File: src/rtl/pll_seq_pkg.sv
package pll_seq_pkg;

  typedef enum logic [1:0] {
    REG_CTRL  = 2'd0,
    REG_MDIV  = 2'd1,
    REG_NPDIV = 2'd2
  } reg_sel_e;

  typedef enum logic [3:0] {
    ST_IDLE, ST_PDN, ST_MULT, ST_DIVS, ST_PUP, ST_WAIT, ST_OPEN, ST_OK, ST_ERR
  } seq_state_e;

  localparam logic [31:0] DIVS_UNITY = 32'h0030_2062;
  localparam int          BIT_PD     = 0;
  localparam int          BIT_CLKEN  = 4;
  localparam logic [31:0] OWNED_MASK = 32'h0000_001F;

  function automatic logic [31:0] word_powerdown(input logic [31:0] c);
    logic [31:0] w;
    w = c & ~OWNED_MASK;
    w[BIT_PD] = 1'b1;
    return w;
  endfunction

  function automatic logic [31:0] word_powerup(input logic [31:0] c);
    return c & ~OWNED_MASK;
  endfunction

  function automatic logic [31:0] word_open(input logic [31:0] c);
    logic [31:0] w;
    w = c & ~OWNED_MASK;
    w[BIT_CLKEN] = 1'b1;
    return w;
  endfunction

endpackage

File: src/rtl/pll_poll_timer.sv
module pll_poll_timer #(
  parameter int POLL_GAP  = 100,
  parameter int MAX_POLLS = 1000
) (
  input  logic clk,
  input  logic rst_n,
  input  logic clear,
  input  logic run,
  output logic poll_fire,
  output logic last_poll
);
  localparam int GW = $clog2(POLL_GAP + 1);
  localparam int PW = $clog2(MAX_POLLS + 1);

  logic [GW-1:0] gap_cnt;
  logic [PW-1:0] poll_cnt;

  assign poll_fire = run && (gap_cnt == '0);
  assign last_poll = poll_fire && (poll_cnt == PW'(MAX_POLLS - 1));

  always_ff @(posedge clk) begin
    if (!rst_n || clear) begin
      gap_cnt  <= '0;
      poll_cnt <= '0;
    end else if (run) begin
      if (gap_cnt == '0) begin
        gap_cnt  <= GW'(POLL_GAP - 1);
        poll_cnt <= poll_cnt + 1'b1;
      end else begin
        gap_cnt <= gap_cnt - 1'b1;
      end
    end
  end

  assert_poll_bound_R6: assert property (@(posedge clk) disable iff (!rst_n)
    poll_cnt <= PW'(MAX_POLLS));

  assert_poll_spacing_R6: assert property (@(posedge clk) disable iff (!rst_n)
    (poll_fire && run && POLL_GAP > 1) |=> !poll_fire);

endmodule

File: src/rtl/pll_ctrl_shaper.sv
module pll_ctrl_shaper
  import pll_seq_pkg::*;
(
  input  logic [31:0] base,
  output logic [31:0] pd_word,
  output logic [31:0] pu_word,
  output logic [31:0] en_word
);
  always_comb begin
    pd_word = word_powerdown(base);
    pu_word = word_powerup(base);
    en_word = word_open(base);
  end
endmodule

File: src/rtl/pll_retune_seq.sv
module pll_retune_seq
  import pll_seq_pkg::*;
#(
  parameter int MW        = 17,
  parameter int POLL_GAP  = 100,
  parameter int MAX_POLLS = 1000
) (
  input  logic          clk,
  input  logic          rst_n,
  input  logic          req_valid,
  input  logic [MW-1:0] req_mult,
  input  logic [31:0]   ctrl_rd,
  input  logic [31:0]   stat_rd,
  output logic          wr_en,
  output logic [1:0]    wr_addr,
  output logic [31:0]   wr_data,
  output logic          busy,
  output logic          done,
  output logic          lock_fail
);
  seq_state_e  state, state_nx;
  logic [31:0] ctrl_q;
  logic [MW-1:0] mult_q;
  logic [31:0] pd_word, pu_word, en_word;
  logic        poll_fire, last_poll;
  logic        accept, lock_seen;
  reg_sel_e    sel;

  assign accept    = (state == ST_IDLE) && req_valid;
  assign lock_seen = poll_fire && stat_rd[0];

  pll_ctrl_shaper u_shape (
    .base   (ctrl_q),
    .pd_word(pd_word),
    .pu_word(pu_word),
    .en_word(en_word)
  );

  pll_poll_timer #(.POLL_GAP(POLL_GAP), .MAX_POLLS(MAX_POLLS)) u_timer (
    .clk      (clk),
    .rst_n    (rst_n),
    .clear    (state == ST_PUP),
    .run      (state == ST_WAIT),
    .poll_fire(poll_fire),
    .last_poll(last_poll)
  );

  always_comb begin
    state_nx = state;
    unique case (state)
      ST_IDLE: if (accept) state_nx = ST_PDN;
      ST_PDN:  state_nx = ST_MULT;
      ST_MULT: state_nx = ST_DIVS;
      ST_DIVS: state_nx = ST_PUP;
      ST_PUP:  state_nx = ST_WAIT;
      ST_WAIT: if (lock_seen) state_nx = ST_OPEN;
               else if (last_poll) state_nx = ST_ERR;
      ST_OPEN: state_nx = ST_OK;
      ST_OK:   state_nx = ST_IDLE;
      ST_ERR:  state_nx = ST_IDLE;
      default: state_nx = ST_IDLE;
    endcase
  end

  always_ff @(posedge clk) begin
    if (!rst_n) begin
      state  <= ST_IDLE;
      ctrl_q <= '0;
      mult_q <= '0;
    end else begin
      state <= state_nx;
      if (accept) begin
        ctrl_q <= ctrl_rd;
        mult_q <= req_mult;
      end
    end
  end

  always_comb begin
    wr_en   = 1'b0;
    sel     = REG_CTRL;
    wr_data = '0;
    unique case (state)
      ST_PDN:  begin wr_en = 1'b1; sel = REG_CTRL;  wr_data = pd_word; end
      ST_MULT: begin wr_en = 1'b1; sel = REG_MDIV;  wr_data = 32'(mult_q); end
      ST_DIVS: begin wr_en = 1'b1; sel = REG_NPDIV; wr_data = DIVS_UNITY; end
      ST_PUP:  begin wr_en = 1'b1; sel = REG_CTRL;  wr_data = pu_word; end
      ST_OPEN: begin wr_en = 1'b1; sel = REG_CTRL;  wr_data = en_word; end
      default: ;
    endcase
  end

  assign wr_addr   = sel;
  assign busy      = (state != ST_IDLE);
  assign done      = (state == ST_OK);
  assign lock_fail = (state == ST_ERR);

  assert_write_needs_busy_R9: assert property (@(posedge clk) disable iff (!rst_n)
    wr_en |-> busy);

  assert_mult_after_pd_R3: assert property (@(posedge clk) disable iff (!rst_n)
    (wr_en && wr_addr == 2'd1) |-> $past(wr_en && wr_addr == 2'd0 && wr_data[0]));

  assert_divs_unity_R4: assert property (@(posedge clk) disable iff (!rst_n)
    (wr_en && wr_addr == 2'd2) |-> (wr_data == 32'h0030_2062));

  assert_open_after_lock_R7: assert property (@(posedge clk) disable iff (!rst_n)
    (wr_en && wr_addr == 2'd0 && wr_data[4]) |-> $past(poll_fire && stat_rd[0]));

  assert_done_after_open_R7: assert property (@(posedge clk) disable iff (!rst_n)
    done |-> $past(wr_en && wr_data[4]));

  assert_outcome_exclusive_R8: assert property (@(posedge clk) disable iff (!rst_n)
    !(done && lock_fail));

  assert_ends_idle_R9: assert property (@(posedge clk) disable iff (!rst_n)
    (done || lock_fail) |=> !busy);

endmodule

File: config.mk
export PLATFORM = sky130hd
export DESIGN_NAME = pll_retune_seq
export DESIGN_NICKNAME = d
export VERILOG_FILES = /design/src/rtl/pll_seq_pkg.sv /design/src/rtl/pll_poll_timer.sv /design/src/rtl/pll_ctrl_shaper.sv /design/src/rtl/pll_retune_seq.sv
export SDC_FILE = /design/constraint.sdc
export NUM_CORES = 1
export LEC_CHECK = 0
export ABC_AREA = 1
export BUFFER_PORTS_ARGS = -buffer_cell sky130_fd_sc_hd__buf_2
export CAP_MARGIN = 25
export CORE_ASPECT_RATIO = 1.1
export CORE_MARGIN = 2
export CORE_UTILIZATION = 48
export CTS_CLUSTER_SIZE = 24
export DETAILED_ROUTE_END_ITERATION = 7
export HOLD_SLACK_MARGIN = 0.05
export PLACE_DENSITY_LB_ADDON = 0.2
export SYNTH_ARGS = -nofsm -noshare
export SYNTH_HDL_FRONTEND = slang
export SYNTH_SLANG_ARGS = --single-unit
File: constraint.sdc
create_clock -name clk -period 2.1 [get_ports clk]
set_clock_uncertainty 0.1 [all_clocks]
set_input_delay 0.63 -clock clk [delete_from_list [all_inputs] [get_ports clk]]
set_output_delay 0.63 -clock clk [all_outputs]
set_load 0.01 [all_outputs]
==> impl_results.md <==
* Core area at 6080 sq um
* Worst min path class: register to register
* Antenna-violating nets left at 0
* WL/cell at 12.3 um
* Initial antenna violation count at 0
* Slew @ Worst Pin at 0.378 ns
* Layout Cells excl Fill at 597
* Worst r2r path cells at 11
* Commonest register cell after synthesis: dfxtp_1
* Yosys reg bits at 65
* Layout cells sized above 1 at 0.302
* Vias in the first global route at 2642
* Max-slew violation count at 0
* P per Cell Area at 850 nW/um^2
* Vias at 3039
* Clk_lat worst skew at 0.33 ns
* Critical Path RT at 1.37 ns
* Syn Nets at 505
* First-pass GRT wire length at 11900 um
* Slew headroom at 0.746
* Switching Share at 0.289
* Violated checks: negative setup slack
* Clock Sinks at 65
* Synth Warn # at 0
* I/O pins at 122
* Final Hold Viols at 0
* Die Area at 6850 sq um
* Post-Syn Area at 2980 sq um
* Iter 0 DRT Violations at 110
* Design internal power at 0.00241 W
* Crit end category: output port
* HPWL Detailed at 4720 um
* Fmax at 0.429 GHz
* Sequential share of the synthesized area at 0.437
* Maxcap violations at 0
* Worst-path clk slew at 0.07 ns
* Placed Instances at 574
* Pin count of the biggest net entering global routing at 89
* Initial Utilization at 0.490
* GRT Total Usage at 0.220
* First drt pass iteration count at 5
* Power Total at 0.00338 W
* Register share of total power at 0.415
* Critical Path AT at 1.60 ns
* Combinational share of power at 0.229
* Fin crit share at 1.11
* Final worst slack at -0.231 ns
* Clock buffer depth at 2
* H-tree levels at 3
* Worst Hold Path Cells at 2
* Clock group share of total power at 0.356
* Avg Cell Area, Syn at 7.12 sq um
* Final instance area at 3980 sq um
* Die X-Extent at 79.1 um
* Routability Congestion at 0.820
* Commonest non-fill, non-tap cell in the layout: buf_2
* Final Critical Period at 2.33 ns
* Final setup viols at 32
* LEAKAGE at 1.84 nW
* CTS tree: done
* Distinct cells, synth at 29
* Worst Setup Start Kind: register
* Filler cells at 581
* Overflow after GRT at 0
* Final wirelength at 7320 um
* Critical path startpoint: state[1]
* Run status: complete, but fails checks
* Worst hold path startpoint: ctrl_q[12]
* Ant diodes at 0
* CTS buffer count at 9
* Final #Nets at 599
* Site row count at 30
* Dpl cell area at 3520 sq um
* Crit Path Max Fanout at 14
* RSZ-0062 raised after global routing: true
* Total Neg Setup Slack at -4.43 ns
* P_sw at 0.000976 W
* FFs w/ async S/R, synth at 0
* Area Growth Syn to Fin at 33.5%
* Setup Crit Path Kind: register to output port
* Die height at 86.6 um
* Post-Synthesis Cells at 418
* Max VDD drop at 609 uV
* Post-synth EDFFs at 0
* DRC Markers at 0
* Commonest cells after routing, fill and taps aside: buf_2, inv_1, dfxtp_1
* Worst r2r src: u_timer.gap_cnt[0]
* # port buffers at 85
* Via density at 5.09
* Post-place setup slack at 0.0800 ns
* Root Driver: clkbuf_8
## kinds of logic after synthesis
family / share of synthesized area
buffers and inverters: 0.130
AND/OR/NAND/NOR: 0.185
AO/OA/AOI/OAI: 0.226
XOR/XNOR: 0.00883
adder cells (fa/ha/maj): 0.0126
flip-flops: 0.437
## final cells by class
class / instances / area (sq um) / area share
Multi-Input combinational cell: 254 / 1380 / 0.348
Clock buffer: 11 / 151 / 0.0381
Sequential cell: 65 / 1310 / 0.329
Tap cell: 80 / 100 / 0.0252
Clock inverter: 5 / 77.6 / 0.0195
Inverter: 79 / 297 / 0.0746
Timing Repair Buffer: 103 / 658 / 0.166
## synthesized netlist by cell type (4+ instances only)
cell	count	area, sq um
nand4_1	5	31.3
nand3_1	9	45.0
buf_2	6	30.0
nand2_1	51	191
o21ai_0	55	275
inv_1	76	285
dfxtp_1	65	1300
nor2_1	38	143
o22ai_1	9	56.3
a21oi_1	58	290
clkbuf_1	13	48.8
nor2_4	5	56.3
nor3_1	4	20.0
## sequential cells by signal, summed over array words and instances (netlist names)
signal	cells
u_timer.poll_cnt	10
ctrl_q	27
u_timer.gap_cnt	7
mult_q	17
state	4
## critical path: stages (launching register included)
cell and delay [ns]:
dfxtp_2 0.33, buf_6 0.13, nor2_4 0.13, a22oi_2 0.07, buf_6 0.14, buf_12 0.14, o221ai_1 0.16, buf_2 0.17
## worst paths after layout
path | end | slack (ns)
setup / recovery | wr_data[5] | -0.23
hold / removal | ctrl_q[12] | 0.35
setup reg to reg | state[0] | 0.27
hold reg to reg | ctrl_q[12] | 0.35
## layer usage
layer	global-route usage	vias up	share of wire
met5	0	-	0
met4	0.0893	0	0.020
met3	0.0635	14	0.064
met2	0.356	98	0.49
met1	0.277	1387	0.43
li1	-	1540	-
## through the flow
| step | hold slack [ns] | utilization |
|---|---|---|
| global route | 0.372 | 0.654 |
| finish | 0.351 | 0.654 |
| floorplan | 0.325 | - |
| global placement | 0.334 | 0.579 |
| detailed placement | 0.342 | 0.579 |
| CTS | 0.352 | 0.635 |
## power groups by stage
| stage | logic, W | clock network (W) | registers [W] |
|---|---|---|---|
| 2_1_floorplan | 0.000419 | 0 | 0.00142 |
| 3_3_place_gp | 0.000638 | 0 | 0.00142 |
| 3_5_place_dp | 0.000652 | 0 | 0.00143 |
| 4_1_cts | 0.000703 | 0.00122 | 0.00140 |
| 5_1_grt | 0.000856 | 0.00128 | 0.00141 |
| 6_report | 0.000775 | 0.00120 | 0.00140 |
## what timing repair did
item | in CTS | in global routing
cloned | 0 | 1
pin swaps | 0 | 1
hold buffers | 0 | 0
endpoints found under the setup margin | 32 | 35
setup buffers | 4 | 2
resized for setup | 26 | 21
No activity file was read; power rests on OpenSTA's default activity.
